## src/rtl/lcd_seq_pkg.sv

```systemverilog
package lcd_seq_pkg;

    localparam int UNIT_W      = 9;
    localparam int FRAME_SHORT = 2 * UNIT_W;
    localparam int FRAME_LONG  = 3 * UNIT_W;
    localparam int IDX_W       = 5;
    localparam int CNT_W       = $clog2(FRAME_LONG + 1);

    typedef enum logic [2:0] {
        LST_ON, LST_RST, LST_PASS_W, LST_PASS_N,
        LST_CFG, LST_XFER_W, LST_XFER_N, LST_OFF
    } list_id_e;

    typedef struct packed {
        logic [1:0]  npar;
        logic [29:0] payload;
    } pword_t;

    typedef struct packed {
        logic [1:0]            npar;
        logic [FRAME_LONG-1:0] bits;
    } frame_t;

    function automatic pword_t w0(input logic [7:0] op);
        pword_t w = '0;
        w.payload[17:9] = {1'b0, op};
        return w;
    endfunction

    function automatic pword_t w1(input logic [7:0] op, input logic [7:0] p);
        pword_t w = '0;
        w.npar          = 2'd1;
        w.payload[17:9] = {1'b0, op};
        w.payload[8:0]  = {1'b1, p};
        return w;
    endfunction

    function automatic pword_t w2(input logic [7:0] op, input logic [7:0] a, input logic [7:0] b);
        pword_t w = '0;
        w.npar           = 2'd2;
        w.payload[26:18] = {1'b0, op};
        w.payload[17:9]  = {1'b1, a};
        w.payload[8:0]   = {1'b1, b};
        return w;
    endfunction

    // decode a packed word into a left-aligned frame
    function automatic frame_t decode(input pword_t w);
        frame_t f;
        f.npar = w.npar;
        if (w.npar[1]) f.bits = w.payload[FRAME_LONG-1:0];
        else           f.bits = {w.payload[FRAME_SHORT-1:0], {UNIT_W{1'b0}}};
        return f;
    endfunction

    function automatic logic [IDX_W-1:0] list_len(input list_id_e id);
        case (id)
            LST_PASS_W, LST_PASS_N: return IDX_W'(5);
            LST_CFG:                return IDX_W'(27);
            LST_XFER_W, LST_XFER_N: return IDX_W'(9);
            default:                return IDX_W'(4);
        endcase
    endfunction

    function automatic pword_t short_word(input list_id_e id, input logic [IDX_W-1:0] i);
        case (id)
            LST_ON: case (i)
                0: return w0(8'h29);
                1: return w2(8'hB8, 8'hFF, 8'hF9);
                2: return w0(8'h11);
                default: return w1(8'hB0, 8'h16);
            endcase
            LST_RST: return (i == 0) ? w0(8'h01) : w0(8'h00);
            LST_OFF: case (i)
                0: return w0(8'h28);
                1: return w2(8'hB8, 8'h80, 8'h02);
                2: return w0(8'h10);
                default: return w1(8'hB0, 8'h00);
            endcase
            default: case (i)   // pass-through lists
                0: return w1(8'hB0, 8'h16);
                1: return w1(8'hBC, (id == LST_PASS_W) ? 8'h80 : 8'h81);
                2: return w1(8'hE1, 8'h00);
                3: return w1(8'h36, 8'h50);
                default: return w1(8'h3B, (id == LST_PASS_W) ? 8'h00 : 8'h22);
            endcase
        endcase
    endfunction

    function automatic pword_t xfer_word(input logic wide, input logic [IDX_W-1:0] i);
        case (i)
            0: return wide ? w1(8'hCF, 8'h02)        : w1(8'hD6, 8'h02);
            1: return wide ? w2(8'hD0, 8'h08, 8'h04) : w2(8'hD7, 8'h08, 8'h04);
            2: return wide ? w1(8'hD1, 8'h01)        : w1(8'hD8, 8'h01);
            3: return wide ? w2(8'hD2, 8'h14, 8'h00) : w2(8'hD9, 8'h00, 8'h08);
            4: return wide ? w2(8'hD3, 8'h1A, 8'h0F) : w2(8'hDE, 8'h05, 8'h0A);
            5: return wide ? w2(8'hD4, 8'h1F, 8'hAF) : w2(8'hDF, 8'h0A, 8'h19);
            6: return wide ? w1(8'hD5, 8'h14)        : w1(8'hE0, 8'h0A);
            7: return w0(8'h21);
            default: return w0(8'h29);
        endcase
    endfunction

    function automatic pword_t cfg_word(input logic [IDX_W-1:0] i);
        case (i)
            0:  return w2(8'hB8, 8'hFF, 8'hF9);
            1:  return w0(8'h11);
            2:  return w1(8'hBA, 8'h01);
            3:  return w1(8'hBB, 8'h00);
            4:  return w1(8'h3A, 8'h60);
            5:  return w1(8'hBF, 8'h10);
            6:  return w1(8'hB1, 8'h56);
            7:  return w1(8'hB2, 8'h33);
            8:  return w1(8'hB3, 8'h11);
            9:  return w1(8'hB4, 8'h02);
            10: return w1(8'hB5, 8'h35);
            11: return w1(8'hB6, 8'h40);
            12: return w1(8'hB7, 8'h03);
            13: return w1(8'hBD, 8'h00);
            14: return w1(8'hBE, 8'h00);
            15: return w1(8'hC0, 8'h11);
            16: return w1(8'hC1, 8'h11);
            17: return w1(8'hC2, 8'h11);
            18: return w2(8'hC3, 8'h20, 8'h40);
            19: return w2(8'hC4, 8'h60, 8'hC0);
            20: return w2(8'hC5, 8'h10, 8'h20);
            21: return w1(8'hC6, 8'hC0);
            22: return w2(8'hC7, 8'h33, 8'h43);
            23: return w1(8'hC8, 8'h44);
            24: return w1(8'hC9, 8'h33);
            25: return w1(8'hCA, 8'h00);
            default: return w2(8'hEC, 8'h01, 8'hF0);
        endcase
    endfunction

    // list played at each stage of a sequence
    function automatic list_id_e stage_list(input logic pwr_on, input logic wide, input logic [2:0] stage);
        if (!pwr_on) return LST_OFF;
        case (stage)
            3'd0: return LST_ON;
            3'd1: return LST_RST;
            3'd2: return wide ? LST_PASS_W : LST_PASS_N;
            3'd3: return LST_CFG;
            default: return wide ? LST_XFER_W : LST_XFER_N;
        endcase
    endfunction

endpackage

```

## src/rtl/lcd_seq_rom.sv

```systemverilog
module lcd_seq_rom
    import lcd_seq_pkg::*;
(
    input  list_id_e         list_id,
    input  logic [IDX_W-1:0] word_idx,
    output frame_t           frame,
    output logic [IDX_W-1:0] len
);
    pword_t word;

    always_comb begin
        case (list_id)
            LST_CFG:    word = cfg_word(word_idx);
            LST_XFER_W: word = xfer_word(1'b1, word_idx);
            LST_XFER_N: word = xfer_word(1'b0, word_idx);
            default:    word = short_word(list_id, word_idx);
        endcase
    end

    assign frame = decode(word);
    assign len   = list_len(list_id);

endmodule

```

## src/rtl/lcd_seq_ctrl.sv

```systemverilog
module lcd_seq_ctrl
    import lcd_seq_pkg::*;
#(
    parameter int HRES_W     = 12,
    parameter int WIDE_LIMIT = 240
) (
    input  logic              clk,
    input  logic              rst,
    input  logic              req_valid,
    input  logic              req_power_on,
    input  logic [HRES_W-1:0] req_hres,
    input  logic              word_done,
    input  logic [IDX_W-1:0]  len,
    output list_id_e          list_id,
    output logic [IDX_W-1:0]  word_idx,
    output logic              word_valid,
    output logic              busy,
    output logic              done
);
    typedef enum logic [1:0] {C_IDLE, C_ISSUE, C_WAIT} ctrl_st_e;

    ctrl_st_e   st;
    logic       on_q;
    logic       wide_q;
    logic [2:0] stage;
    logic [2:0] last_stage;

    assign list_id    = stage_list(on_q, wide_q, stage);
    assign last_stage = on_q ? 3'd4 : 3'd0;
    assign word_valid = (st == C_ISSUE);
    assign busy       = (st != C_IDLE);

    always_ff @(posedge clk) begin
        if (rst) begin
            st       <= C_IDLE;
            on_q     <= 1'b0;
            wide_q   <= 1'b0;
            stage    <= '0;
            word_idx <= '0;
            done     <= 1'b0;
        end else begin
            done <= 1'b0;
            case (st)
                C_IDLE: if (req_valid) begin
                    on_q     <= req_power_on;
                    wide_q   <= (req_hres > HRES_W'(WIDE_LIMIT));
                    stage    <= '0;
                    word_idx <= '0;
                    st       <= C_ISSUE;
                end
                C_ISSUE: st <= C_WAIT;
                default: if (word_done) begin
                    if (word_idx == len - 1'b1) begin
                        word_idx <= '0;
                        if (stage == last_stage) begin
                            done <= 1'b1;
                            st   <= C_IDLE;
                        end else begin
                            stage <= stage + 1'b1;
                            st    <= C_ISSUE;
                        end
                    end else begin
                        word_idx <= word_idx + 1'b1;
                        st       <= C_ISSUE;
                    end
                end
            endcase
        end
    end

endmodule

```

## src/rtl/lcd_seq_shifter.sv

```systemverilog
module lcd_seq_shifter
    import lcd_seq_pkg::*;
#(
    parameter int DIV_HALF   = 2,
    parameter int GAP_CYC    = 4,
    parameter int RECONF_CYC = 24
) (
    input  logic   clk,
    input  logic   rst,
    input  logic   word_valid,
    input  frame_t frame,
    output logic   word_done,
    output logic   ser_clk,
    output logic   ser_frm,
    output logic   ser_dat
);
    localparam int TMAX = (RECONF_CYC > GAP_CYC) ? RECONF_CYC : GAP_CYC;
    localparam int TW   = $clog2(TMAX + 1);
    localparam int HW   = $clog2(DIV_HALF + 1);

    typedef enum logic [1:0] {X_IDLE, X_RECONF, X_SHIFT, X_GAP} shift_st_e;

    shift_st_e             st;
    logic [FRAME_LONG-1:0] sh;
    logic [CNT_W-1:0]      rem;
    logic [HW-1:0]         hc;
    logic [TW-1:0]         tmr;
    logic [1:0]            last_npar;
    logic                  last_vld;

    assign ser_dat = ser_frm & sh[FRAME_LONG-1];

    always_ff @(posedge clk) begin
        if (rst) begin
            st        <= X_IDLE;
            sh        <= '0;
            rem       <= '0;
            hc        <= '0;
            tmr       <= '0;
            last_npar <= '0;
            last_vld  <= 1'b0;
            word_done <= 1'b0;
            ser_clk   <= 1'b0;
            ser_frm   <= 1'b0;
        end else begin
            word_done <= 1'b0;
            case (st)
                X_IDLE: if (word_valid) begin
                    sh        <= frame.bits;
                    rem       <= frame.npar[1] ? CNT_W'(FRAME_LONG) : CNT_W'(FRAME_SHORT);
                    last_npar <= frame.npar;
                    last_vld  <= 1'b1;
                    hc        <= '0;
                    ser_clk   <= 1'b0;
                    if (!last_vld || frame.npar != last_npar) begin
                        st  <= X_RECONF;
                        tmr <= TW'(RECONF_CYC - 1);
                    end else begin
                        st      <= X_SHIFT;
                        ser_frm <= 1'b1;
                    end
                end
                X_RECONF: begin
                    if (tmr == '0) begin
                        st      <= X_SHIFT;
                        ser_frm <= 1'b1;
                    end else begin
                        tmr <= tmr - 1'b1;
                    end
                end
                X_SHIFT: begin
                    if (hc == HW'(DIV_HALF - 1)) begin
                        hc      <= '0;
                        ser_clk <= ~ser_clk;
                        if (ser_clk) begin
                            if (rem == CNT_W'(1)) begin
                                ser_frm <= 1'b0;
                                st      <= X_GAP;
                                tmr     <= TW'(GAP_CYC - 1);
                            end else begin
                                rem <= rem - 1'b1;
                                sh  <= {sh[FRAME_LONG-2:0], 1'b0};
                            end
                        end
                    end else begin
                        hc <= hc + 1'b1;
                    end
                end
                default: begin
                    if (tmr == '0) begin
                        word_done <= 1'b1;
                        st        <= X_IDLE;
                    end else begin
                        tmr <= tmr - 1'b1;
                    end
                end
            endcase
        end
    end

endmodule

```

## src/rtl/lcd_panel_seq.sv

```systemverilog
module lcd_panel_seq
    import lcd_seq_pkg::*;
#(
    parameter int HRES_W     = 12,
    parameter int WIDE_LIMIT = 240,
    parameter int DIV_HALF   = 2,
    parameter int GAP_CYC    = 4,
    parameter int RECONF_CYC = 24
) (
    input  logic              clk,
    input  logic              rst,
    input  logic              req_valid,
    input  logic              req_power_on,
    input  logic [HRES_W-1:0] req_hres,
    output logic              ser_clk,
    output logic              ser_frm,
    output logic              ser_dat,
    output logic              busy,
    output logic              done
);
    list_id_e         list_id;
    logic [IDX_W-1:0] word_idx;
    logic [IDX_W-1:0] len;
    frame_t           frame;
    logic             word_valid;
    logic             word_done;

    lcd_seq_ctrl #(
        .HRES_W     (HRES_W),
        .WIDE_LIMIT (WIDE_LIMIT)
    ) ctrl_i (
        .clk          (clk),
        .rst          (rst),
        .req_valid    (req_valid),
        .req_power_on (req_power_on),
        .req_hres     (req_hres),
        .word_done    (word_done),
        .len          (len),
        .list_id      (list_id),
        .word_idx     (word_idx),
        .word_valid   (word_valid),
        .busy         (busy),
        .done         (done)
    );

    lcd_seq_rom rom_i (
        .list_id  (list_id),
        .word_idx (word_idx),
        .frame    (frame),
        .len      (len)
    );

    lcd_seq_shifter #(
        .DIV_HALF   (DIV_HALF),
        .GAP_CYC    (GAP_CYC),
        .RECONF_CYC (RECONF_CYC)
    ) shift_i (
        .clk        (clk),
        .rst        (rst),
        .word_valid (word_valid),
        .frame      (frame),
        .word_done  (word_done),
        .ser_clk    (ser_clk),
        .ser_frm    (ser_frm),
        .ser_dat    (ser_dat)
    );

endmodule

```

## config.mk

```make
export PLATFORM = sky130hd
export DESIGN_NAME = lcd_panel_seq
export DESIGN_NICKNAME = d
export VERILOG_FILES = /design/src/rtl/lcd_seq_pkg.sv /design/src/rtl/lcd_seq_rom.sv /design/src/rtl/lcd_seq_ctrl.sv /design/src/rtl/lcd_seq_shifter.sv /design/src/rtl/lcd_panel_seq.sv
export SDC_FILE = /design/constraint.sdc
export NUM_CORES = 1
export LEC_CHECK = 0
export ABC_AREA = 1
export BUFFER_PORTS_ARGS = -buffer_cell sky130_fd_sc_hd__buf_2
export CORE_MARGIN = 4
export CORE_UTILIZATION = 58
export CTS_BUF_LIST = sky130_fd_sc_hd__clkbuf_4
export DETAILED_ROUTE_END_ITERATION = 10
export PLACE_DENSITY = 0.82
export SYNTH_ARGS = -nofsm -noshare
export SYNTH_HDL_FRONTEND = slang
export SYNTH_SLANG_ARGS = --single-unit
```

## constraint.sdc

```tcl
create_clock -name clk -period 2.7 [get_ports clk]
set_input_delay 0.135 -clock clk [delete_from_list [all_inputs] [get_ports clk]]
set_output_delay 0.135 -clock clk [all_outputs]
set_load 0.1 [all_outputs]
```

==> Implementation_results.wiki, run 1 <==
{| class="wikitable"
! Metric !! Value
|-
| Outcome || finished, violations left
|-
| Violations in the final reports || negative setup slack
|-
| Routed wire length || 19.45 mm
|-
| Flop and latch count out of synthesis || 114
|-
| Max Buffers Root-to-Sink || 2
|-
| Xor/xnor share of the synthesized area || 0.009818
|-
| Net Count, Synth || 957
|-
| Number of pins with negative max-slew slack in the final report || 0
|-
| Die area || 12,490 um^2
|-
| Total iterations of the first detailed-routing run || 5
|-
| Routed length per instance || 16.41 um
|-
| Share of flip-flops with an asynchronous set or reset after synthesis || 0
|-
| Hold Crit Class || in -> reg
|-
| Distinct cell type count after synthesis || 42
|-
| Area fraction in and, or, nand and nor cells after synthesis || 0.3326
|-
| Storage element area || 2287 um^2
|-
| Via count of the first global-routing pass || 6,264
|-
| Synth Area in Compound Gates || 0.1569
|-
| Synthesized cell area || 6245 um^2
|-
| Final setup violation count || 70
|-
| Antenna violations before repair || 0
|-
| Sw power || 3072 uW
|-
| Total number of H-tree levels || 4
|-
| Chip Height || 111.8 um
|-
| Slack of the worst reg-to-reg path || -0.29 ns
|-
| Total area of multi-input combinational cells || 3869 um^2
|-
| Layout overhead on the synthesized area || 28.79%
|-
| Share of synthesized area spent on multiplexers || 0
|-
| Sequential-to-total area share from yosys stat || 0.3655
|-
| TritonCTS clock tree || done
|-
| Top Ports || 21
|-
| Final ANT Viol Nets || 0
|-
| WP data required || 3.21 ns
|-
| Minimum setup slack after placement || -0.1733 ns
|-
| Number of clock sinks seen by CTS || 114
|-
| Largest stage delay on the critical path || 0.38 ns
|-
| DRC marker count from the first detailed-route iteration || 647
|-
| Setup repair after global routing missed its margin || true
|-
| Post-DP HPWL || 13.01 mm
|-
| CP Capture Type || flop
|-
| Minimum setup slack in the final design || -0.2911 ns
|-
| Core region area || 10,420 um^2
|-
| Synth Warn # || 0
|-
| CTS Root Buffer Type || sky130_fd_sc_hd__clkbuf_4
|-
| Clock transition at the register clock pins on the worst setup and hold paths after CTS || 0.11 ns
|-
| Part of the total power dissipated in sequential elements || 0.317
|-
| Final-report hold violation count || 0
|-
| Upper clock frequency limit || 334.3 MHz
|-
| Gate power share || 0.496
|-
| Part of the power in the clock network || 0.187
|-
| Switching share of power || 0.4473
|-
| Fin util || 0.7721
|-
| Cell occurring most often along the worst timing path || sky130_fd_sc_hd__nand2_1
|-
| Most common cell after layout, fill and taps aside || sky130_fd_sc_hd__nand2_1
|-
| Diodes inserted || 0
|-
| Internal Power || 3796 uW
|-
| Kind of critical path || reg -> reg
|-
| Number of flops mapped to enable cells by yosys || 0
|-
| Arrival time of the worst setup path || 3.50 ns
|-
| Number of standard cells after synthesis || 916
|-
| Inserted Clock Buffers || 17
|-
| Die boundary width || 111.8 um
|-
| Total global-route track usage || 0.2931
|-
| Dominant combinational cell family by area after synthesis || simple AND/OR/NAND/NOR gates
|-
| DRC violation count after routing || 0
|-
| Rows || 37
|-
| Kind of start point of the critical path || flop
|-
| Buffers plus inverters on the worst setup path || 3
|-
| Maximum number of pins on one net before global-route repair || 30
|-
| Insertion delay to the later sink of the worst-skew pair || 0.57 ns
|-
| Max Fanout on Critical Path || 6
|-
| Number of I/O port buffers || 20
|-
| Drt via density || 5.752
|-
| Synthesized area per cell || 6.817 um^2
|-
| Via total after detailed routing || 6,816
|-
| Power Density || 853.9 nW/um^2
|-
| Cell with the largest stage delay on the worst path || sky130_fd_sc_hd__dfxtp_4
|-
| Static leakage power || 0.003832 uW
|-
| Routability congestion estimate from global placement || 1.018
|-
| Number of max-cap violations || 0
|-
| Proportion of layout cells with a drive suffix above 1 || 0.2631
|-
| Top flip-flop cell by instance count after synthesis || sky130_fd_sc_hd__dfxtp_1
|-
| Clock period minus worst slack || 2.991 ns
|-
| Worst Max-Slew Pin Slew || 0.7005 ns
|-
| Aggregate global routing overflow || 0
|-
| Filler Cells Inserted || 751
|-
| Cell-by-cell listing of the critical path || ha_4 > ha_4 > a21oi_4 > nand3_4 > nand2_4 > nand3_4 > nand2_4 > nand3_2 > nand2_2 > inv_2 > nand3_2 > nand2_2 > nand2_4 > nand2_4 > inv_4 > nand2_8 > ha_2 > inv_1 > nand4_1 > nand2_1 > nand2_1 > nand2_1 > nand2_1 > nand2_1
|-
| Post-synthesis share of cell area spent on full adders, half adders and majority gates || 0.05009
|-
| Final #Nets || 1,078
|-
| Final clock skew || 0.02175 ns
|-
| Peak supply drop || 0.6024 mV
|-
| Initial core utilization || 0.5995
|-
| Commonest cells after routing, fill and taps aside || sky130_fd_sc_hd__nand2_1 (230), sky130_fd_sc_hd__dfxtp_1 (112), sky130_fd_sc_hd__buf_4 (95)
|-
| Period utilisation layout || 1.108
|-
| Crit-path leading delay family || simple AND/OR/NAND/NOR gates
|-
| Global-route wire length before repair || 29.69 mm
|-
| Headroom to the max-slew limit || 0.5325
|}
-- through the flow --
| stage | hold WS (ns) | total power (uW) | cells | area (um^2) | setup TNS, ns |
|---|---|---|---|---|---|
| 2_1_floorplan | 0.2950 | 4276 | 916 | 6379 | 0 |
| 3_5_place_dp | 0.4320 | 5181 | 1126 | 7164 | -3.572 |
| 3_3_place_gp | 0.4220 | 5125 | 1126 | 7164 | -0.6973 |
| 5_1_grt | 0.1020 | 7320 | 1185 | 8043 | -19.67 |
| 4_1_cts | 0.06203 | 6575 | 1170 | 7714 | -1.814 |
| 6_report | 0.09271 | 6868 | 1185 | 8043 | -9.888 |
-- worst paths after layout --
| path | start | to | cells after the start |
|---|---|---|---|
| setup / recovery | ctrl_i.stage[1] | flop | 24 |
| hold reg to reg | shift_i.hc[1] | shift_i.hc[1] | 2 |
| setup reg to reg | ctrl_i.stage[1] | flop | 24 |
| hold / removal | rst | shift_i.tmr[3] | 3 |
-- cell type report --
cell class                 count  area share
tap                          136     0.02116
timing repair inverter         1   0.0006223
clock inverter                14     0.01960
inverter                     102     0.05072
multi-input combinational    671      0.4810
sequential                   114      0.2844
clock buffer                  17     0.01587
timing repair buffer         130      0.1266
-- worst register-to-register path: stages, from the launching register on --
cell and delay, ns:
sky130_fd_sc_hd__dfxtp_4 0.38, sky130_fd_sc_hd__ha_4 0.16, sky130_fd_sc_hd__ha_4 0.17, sky130_fd_sc_hd__a21oi_4 0.21, sky130_fd_sc_hd__nand3_4 0.16, sky130_fd_sc_hd__nand2_4 0.13
sky130_fd_sc_hd__nand3_4 0.12, sky130_fd_sc_hd__nand2_4 0.11, sky130_fd_sc_hd__nand3_2 0.07, sky130_fd_sc_hd__nand2_2 0.07, sky130_fd_sc_hd__inv_2 0.03, sky130_fd_sc_hd__nand3_2 0.08
sky130_fd_sc_hd__nand2_2 0.08, sky130_fd_sc_hd__nand2_4 0.11, sky130_fd_sc_hd__nand2_4 0.07, sky130_fd_sc_hd__inv_4 0.11, sky130_fd_sc_hd__nand2_8 0.08, sky130_fd_sc_hd__ha_2 0.19
sky130_fd_sc_hd__inv_1 0.06, sky130_fd_sc_hd__nand4_1 0.18, sky130_fd_sc_hd__nand2_1 0.14, sky130_fd_sc_hd__nand2_1 0.06, sky130_fd_sc_hd__nand2_1 0.09, sky130_fd_sc_hd__nand2_1 0.05
sky130_fd_sc_hd__nand2_1 0.05
-- repair_timing --
action | 4_1_cts | 5_1_grt
setup buffers | 10 | 13
hold endpoints to repair | 2 | 0
setup endpoints to repair | 49 | 85
hold buffers | 3 | 0
pin swaps | 16 | 33
resized for setup | 44 | 64
cloned | 0 | 3
-- power by group through the flow --
| stage | Clock, uW | Combinational, uW | Sequential [uW] |
|---|---|---|---|
| floorplan | 0 | 2050 | 2230 |
| global placement | 0 | 2930 | 2190 |
| detailed placement | 0 | 2980 | 2200 |
| CTS | 1290 | 3110 | 2170 |
| global route | 1370 | 3730 | 2210 |
| finish | 1280 | 3400 | 2180 |
-- cells in the mapped netlist, drive strengths merged (3+ instances only) --
cell    instances  area share
nand2         264        0.17
dfxtp         114        0.37
inv            98       0.059
nor2           98       0.066
a21oi          74       0.061
nand3          72       0.069
o21ai          64       0.052
ha             25       0.050
nand4          20       0.021
clkbuf         17       0.010
buf            12       0.014
o211ai         11       0.014
a211oi          6      0.0072
a31oi           6      0.0060
xor2            6      0.0084
nor3            5      0.0040
a22o            4      0.0056
clkinv          4      0.0024
o21a            4      0.0048
nor4            3      0.0030
-- metal layers --
| layer | track usage | vias up | part of all wire |
|---|---|---|---|
| li1 | - | 3250 | - |
| met5 | 0 | - | 0 |
| met2 | 0.4948 | 331 | 0.49 |
| met3 | 0.06250 | 64 | 0.070 |
| met1 | 0.3606 | 3171 | 0.41 |
| met4 | 0.1257 | 0 | 0.029 |
-- cell families after synthesis --
logic type               count (synthesis)
flip-flops                             114
XOR/XNOR                                 7
AO/OA/AOI/OAI                          174
buffers and inverters                  131
AND/OR/NAND/NOR                        465
adder cells (fa/ha/maj)                 25
(Power assumes the default switching activity.)
==> inputs of run 2 (changes only) <==
PLACE_DENSITY = 0.88   (was 0.82)
SETUP_SLACK_MARGIN = 0.4   (was default)
==> run 2 against run 1 <==
  * The run still ends with negative setup slack left
  * Register-to-register slack got worse by 0.31 ns
  * Sequential power barely moved
  * Final area rose by 6.9%
  * Sequential share of layout area fell by 1.8 points
  * Clock-buffer cell count rose by 1
  * Flip-flop and latch count did not move
  * Total power rose by 18%
  * Clock skew fell by 0.0087 ns
  * Utilization rose by 5.3 points
  * Largest power group unchanged
  * Highest routed layer unchanged
==> Implementation_results.wiki, run 2 (same netlist as run 1, synthesis figures left out) <==
{| class="wikitable"
! Metric !! Value
|-
| Outcome || finished, violations left
|-
| Total global-route track usage || 0.3175
|-
| Peak supply drop || 0.7422 mV
|-
| Clock transition at the register clock pins on the worst setup and hold paths after CTS || 0.11 ns
|-
| Via count of the first global-routing pass || 6,618
|-
| Arrival time of the worst setup path || 3.81 ns
|-
| DRC violation count after routing || 0
|-
| Post-DP HPWL || 12.97 mm
|-
| Violations in the final reports || negative setup slack
|-
| Total power || 8092 uW
|-
| Power Density || 941.3 nW/um^2
|-
| Final ANT Viol Nets || 0
|-
| Max Fanout on Critical Path || 5
|-
| Layout overhead on the synthesized area || 37.67%
|-
| Cell-by-cell listing of the critical path || ha_4 > ha_4 > a21oi_4 > nand3_4 > nand2_1 > buf_4 > nand2_4 > nand3_4 > nand2_4 > buf_12 > nand3_4 > nand2_4 > nor2_8 > clkinv_4 > clkbuf_16 > o21ai_0 > o21ai_0 > a21oi_1
|-
| Kind of critical path || reg -> reg
|-
| Die boundary width || 111.8 um
|-
| Grt met2 use || 0.5252
|-
| Upper clock frequency limit || 303.1 MHz
|-
| Setup repair after global routing missed its margin || true
|-
| Largest stage delay on the critical path || 0.39 ns
|-
| Area of all placed cells without fillers || 8597 um^2
|-
| Static leakage power || 0.004024 uW
|-
| Drt via density || 6.456
|-
| Core region area || 10,420 um^2
|-
| DRC marker count from the first detailed-route iteration || 1,255
|-
| CTS Root Buffer Type || sky130_fd_sc_hd__clkbuf_4
|-
| Maximum number of pins on one net before global-route repair || 30
|-
| Final setup violation count || 95
|-
| Aggregate global routing overflow || 0
|-
| Placed cells || 1,118
|-
| Fin util || 0.8253
|-
| Minimum setup slack in the final design || -0.5989 ns
|-
| Insertion delay to the later sink of the worst-skew pair || 0.58 ns
|-
| Period utilisation layout || 1.222
|-
| Chip Height || 111.8 um
|-
| Headroom to the max-slew limit || 0.5739
|-
| GR met1 Demand/Resource || 0.3766
|-
| Inserted Clock Buffers || 17
|-
| Hold Crit Class || in -> reg
|-
| Routed length per instance || 21.12 um
|-
| Diodes inserted || 0
|-
| CP Capture Type || flop
|-
| Max Buffers Root-to-Sink || 2
|-
| Kind of start point of the critical path || flop
|-
| WP data required || 3.21 ns
|-
| Proportion of layout cells with a drive suffix above 1 || 0.3346
|-
| Worst Max-Slew Pin Slew || 0.6392 ns
|-
| Number of clock sinks seen by CTS || 114
|-
| Minimum setup slack after placement || -0.1281 ns
|-
| Number of pins with negative max-slew slack in the final report || 0
|-
| Busiest layer in global routing || met2
|-
| Antenna violations before repair || 0
|-
| Routed wire length || 25.41 mm
|-
| Total number of H-tree levels || 4
|-
| Rows || 37
|-
| Number of max-cap violations || 0
|-
| Final clock skew || 0.01304 ns
|-
| Clock period minus worst slack || 3.299 ns
|-
| Most common cell after layout, fill and taps aside || sky130_fd_sc_hd__nand2_1
|-
| Number of I/O port buffers || 20
|-
| Commonest cells after routing, fill and taps aside || sky130_fd_sc_hd__nand2_1 (209), sky130_fd_sc_hd__dfxtp_1 (111), sky130_fd_sc_hd__buf_4 (98)
|-
| Routability congestion estimate from global placement || 1.009
|-
| Cell with the largest stage delay on the worst path || sky130_fd_sc_hd__dfxtp_4
|-
| Total iterations of the first detailed-routing run || 8
|-
| Die area || 12,490 um^2
|-
| Post-DP Area || 7187 um^2
|-
| Final #Nets || 1,095
|-
| Global-route wire length before repair || 32.05 mm
|-
| Final-report hold violation count || 0
|-
| Via total after detailed routing || 7,767
|-
| TritonCTS clock tree || done
|-
| Top Ports || 21
|-
| Final cell count without fillers || 1,203
|-
| Global Route met3 Usage || 0.07391
|-
| Initial core utilization || 0.5995
|}
-- run 2: changes by cell type in the layout (fill, tap and decap cells not counted), sizes merged --
cell	change
inv	-5
a21oi	+1
buf	+17
clkinv	-1
clkbuf	+1
clkinvlp	+3
bufinv	+2
-- run 2: worst max-delay path, delay by kind of cell (launching register included) --
kind | cells | cell delay (ns)
compound gates | 4 | 0.91
fa+ha+maj | 2 | 0.36
buf+inv | 4 | 0.61
flops | 1 | 0.39
simple gates | 8 | 0.93
-- run 2: where the power goes --
group          switching (uW)  internal, uW
logic                    2850          1590
registers                 207          2010
clock network             707           738
total                    3760          4330
-- run 2: final cells by class --
cell class,count,area [um^2]
tap,136,170.2
multi-input combinational,672,4173
clock inverter,14,188.9
clock buffer,18,135.1
inverter,102,422.9
timing repair buffer,147,1216
sequential,114,2291
fill,552,1819
-- run 2: routing by layer --
metal	part of all wire	routed length (um)	up-vias
met5	0	0	-
met4	0.092	2328	0
met3	0.12	2952	263
met2	0.46	11560	737
met1	0.34	8564	3490
li1	-	-	3277
-- run 2: final timing paths --
path	endpoint	startpoint	cells past startpoint	slack, ns
max	shift_i.sh[18]	ctrl_i.stage[1]	18	-0.60
min	shift_i.st[1]	rst	3	0.09
max reg2reg	shift_i.sh[18]	ctrl_i.stage[1]	18	-0.60
min reg2reg	shift_i.sh[21]	shift_i.sh[21]	2	0.48
-- run 2: per-stage QoR --
step           TNS, ns  hold WS (ns)
5_1_grt         -35.82       0.08775
3_5_place_dp    -1.362        0.4403
2_1_floorplan        0        0.2950
6_report        -28.18       0.09318
4_1_cts        -0.7676       0.06102
3_3_place_gp   -0.1349        0.4185
-- run 2: what timing repair did --
action / 4_1_cts / 5_1_grt
pin swaps: 14 / 48
resized for setup: 76 / 107
setup buffers: 12 / 34
hold buffers: 3 / 0
setup endpoints to repair: 93 / 105
endpoints found under the hold margin: 2 / 0
cloned: 3 / 1
==> inputs of run 3 (changes only) <==
--- a/config.mk
+++ b/config.mk
@@ -10,6 +10,6 @@
 export CORE_MARGIN = 4
-export CORE_UTILIZATION = 58
+export CORE_UTILIZATION = 40
 export CTS_BUF_LIST = sky130_fd_sc_hd__clkbuf_4
 export DETAILED_ROUTE_END_ITERATION = 10
-export PLACE_DENSITY = 0.88
+export PLACE_DENSITY = 0.68
 export SETUP_SLACK_MARGIN = 0.4
==> constraint.sdc (replaced) <==
create_clock -name clk -period 2.7 [get_ports clk]
set_input_delay 0.54 -clock clk [delete_from_list [all_inputs] [get_ports clk]]
set_output_delay 0.54 -clock clk [all_outputs]
set_load 0.1 [all_outputs]
==> run 3 against run 2 <==
  * Cell count grew 6.2%
  * Sequential share of layout area barely moved
  * Final area up 0.10%
  * The run still ends with negative setup slack left
  * Clock-buffer cell count is 1 lower
  * Total power down 10%
  * Routed wire length down 27%
  * Clock power about the same
  * Global-route usage down 11 points
  * Flip-flop and latch count stayed put
  * Utilization fell by 26 points
  * Critical path depth rose by 2
==> Implementation_results.wiki, run 3 (same netlist as run 1, synthesis figures left out) <==
{| class="wikitable"
! Metric !! Value
|-
| Outcome || finished, violations left
|-
| Final ANT Viol Nets || 0
|-
| Final-report hold violation count || 0
|-
| Rows || 45
|-
| Commonest cells after routing, fill and taps aside || sky130_fd_sc_hd__nand2_1 (219), sky130_fd_sc_hd__dfxtp_1 (112), sky130_fd_sc_hd__buf_4 (97)
|-
| Largest stage delay on the critical path || 0.38 ns
|-
| Aggregate global routing overflow || 0
|-
| Kind of start point of the critical path || flop
|-
| Clock transition at the register clock pins on the worst setup and hold paths after CTS || 0.11 ns
|-
| Placed cells || 1,198
|-
| Routed length per instance || 14.52 um
|-
| WP data required || 3.15 ns
|-
| Most common cell after layout, fill and taps aside || sky130_fd_sc_hd__nand2_1
|-
| Final clock skew || 0.01680 ns
|-
| Die area || 17,670 um^2
|-
| Drt via density || 5.088
|-
| Chip Height || 132.9 um
|-
| Minimum setup slack in the final design || -0.1806 ns
|-
| Total power || 7283 uW
|-
| Maximum number of pins on one net before global-route repair || 30
|-
| Global-route wire length before repair || 30.62 mm
|-
| Max Buffers Root-to-Sink || 2
|-
| Arrival time of the worst setup path || 3.33 ns
|-
| Top Ports || 21
|-
| Diodes inserted || 0
|-
| Final setup violation count || 33
|-
| Storage element area || 2290 um^2
|-
| Insertion delay to the later sink of the worst-skew pair || 0.55 ns
|-
| Violations in the final reports || negative setup slack
|-
| Power Density || 846.3 nW/um^2
|-
| Clock period minus worst slack || 2.881 ns
|-
| Peak supply drop || 0.4087 mV
|-
| Fin util || 0.5640
|-
| Total number of H-tree levels || 4
|-
| CP Capture Type || flop
|-
| Total global-route track usage || 0.2119
|-
| Static leakage power || 0.004023 uW
|-
| Worst Max-Slew Pin Slew || 0.5496 ns
|-
| DRC marker count from the first detailed-route iteration || 431
|-
| Total iterations of the first detailed-routing run || 7
|-
| Final cell count without fillers || 1,277
|-
| Cell occurring most often along the worst timing path || sky130_fd_sc_hd__nand2_1
|-
| Number of clock sinks seen by CTS || 114
|-
| Antenna violations before repair || 0
|-
| Total area of multi-input combinational cells || 4065 um^2
|-
| CTS Root Buffer Type || sky130_fd_sc_hd__clkbuf_4
|-
| Hold Crit Class || in -> reg
|-
| Post-DP HPWL || 13.35 mm
|-
| Cell-by-cell listing of the critical path || ha_4 > ha_4 > a21oi_4 > nand2_2 > nand2_4 > nand4_4 > nand2_1 > nand2_1 > nand2_1 > inv_1 > nand3_2 > nand2_2 > nand2_4 > buf_12 > nand3_2 > buf_4 > nand2_1 > nand2_1 > nor2_2 > nor2_1
|-
| Via total after detailed routing || 6,497
|-
| Headroom to the max-slew limit || 0.6336
|-
| Cell with the largest stage delay on the worst path || sky130_fd_sc_hd__dfxtp_4
|-
| Number of max-cap violations || 0
|-
| TritonCTS clock tree || done
|-
| Buffers plus inverters on the worst setup path || 3
|-
| Layout overhead on the synthesized area || 37.81%
|-
| Final #Nets || 1,094
|-
| Initial core utilization || 0.4093
|-
| Number of I/O port buffers || 20
|-
| Sum Neg Setup Slack || -2.753 ns
|-
| Kind of critical path || reg -> reg
|-
| Routed wire length || 18.55 mm
|-
| Number of pins with negative max-slew slack in the final report || 0
|-
| Crit-path leading delay family || simple AND/OR/NAND/NOR gates
|-
| Period utilisation layout || 1.067
|-
| Via count of the first global-routing pass || 6,266
|-
| Die boundary width || 132.9 um
|-
| Inserted Clock Buffers || 17
|-
| Upper clock frequency limit || 347.2 MHz
|-
| DRC violation count after routing || 0
|-
| Setup repair after global routing missed its margin || true
|-
| Routability congestion estimate from global placement || 0.9513
|-
| Core region area || 15,260 um^2
|-
| Max Fanout on Critical Path || 6
|-
| Filler Cells Inserted || 1,366
|-
| Proportion of layout cells with a drive suffix above 1 || 0.3105
|}
-- run 3: metrics by stage --
step	worst slack (ns)	cell area, um^2	hold slack [ns]
floorplan	0.03817	6464	0.4279
global placement	-0.1115	7331	0.4450
detailed placement	-0.1318	7331	0.4543
CTS	-0.1211	8409	0.2160
global route	-0.4044	8606	0.2413
finish	-0.1806	8606	0.2601
-- run 3: metal layers --
layer / global-route usage / routed length, um
met5: 0 / 0
met4: 0.07159 / 487
met3: 0.04487 / 845
met2: 0.3513 / 8754
met1: 0.2737 / 8461
-- run 3: path summary, 6_finish.rpt --
path | from | end | slack, ns | depth (start not counted)
hold / removal | req_valid | ctrl_i.wide_q | 0.26 | 3
setup / recovery | ctrl_i.stage[1] | flop | -0.18 | 20
hold reg to reg | shift_i.tmr[1] | shift_i.tmr[1] | 0.47 | 2
setup reg to reg | ctrl_i.stage[1] | flop | -0.18 | 20
-- run 3: worst register-to-register path, cell delays in order, from the launching register on --
cell and delay, ns:
sky130_fd_sc_hd__dfxtp_4 0.38, sky130_fd_sc_hd__ha_4 0.16, sky130_fd_sc_hd__ha_4 0.17, sky130_fd_sc_hd__a21oi_4 0.17, sky130_fd_sc_hd__nand2_2 0.15, sky130_fd_sc_hd__nand2_4 0.14
sky130_fd_sc_hd__nand4_4 0.13, sky130_fd_sc_hd__nand2_1 0.08, sky130_fd_sc_hd__nand2_1 0.05, sky130_fd_sc_hd__nand2_1 0.06, sky130_fd_sc_hd__inv_1 0.04, sky130_fd_sc_hd__nand3_2 0.07
sky130_fd_sc_hd__nand2_2 0.07, sky130_fd_sc_hd__nand2_4 0.12, sky130_fd_sc_hd__buf_12 0.13, sky130_fd_sc_hd__nand3_2 0.21, sky130_fd_sc_hd__buf_4 0.25, sky130_fd_sc_hd__nand2_1 0.12
sky130_fd_sc_hd__nand2_1 0.09, sky130_fd_sc_hd__nor2_2 0.14, sky130_fd_sc_hd__nor2_1 0.06
-- run 3: power breakdown --
part / switching [uW] / internal [uW] / leakage, uW
combinational: 2220 / 1420 / 0.00291
clock: 713 / 744 / 0.000176
sequential: 187 / 2000 / 0.000933
total: 3120 / 4170 / 0.00402
-- run 3: layout make-up --
type,count,share of cell area
Tap cell,211,0.03068
Clock inverter,15,0.02413
Sequential cell,114,0.2661
Multi-Input combinational cell,671,0.4724
Clock buffer,17,0.01483
Timing Repair Buffer,147,0.1436
Inverter,102,0.04827
-- run 3: repair_timing --
item | CTS | global route
gates cloned | 2 | 0
gates resized for setup | 136 | 21
pin swaps | 56 | 7
hold buffers | 0 | 0
setup endpoints to repair | 90 | 107
hold endpoints to repair | 0 | 0
setup buffers | 34 | 11
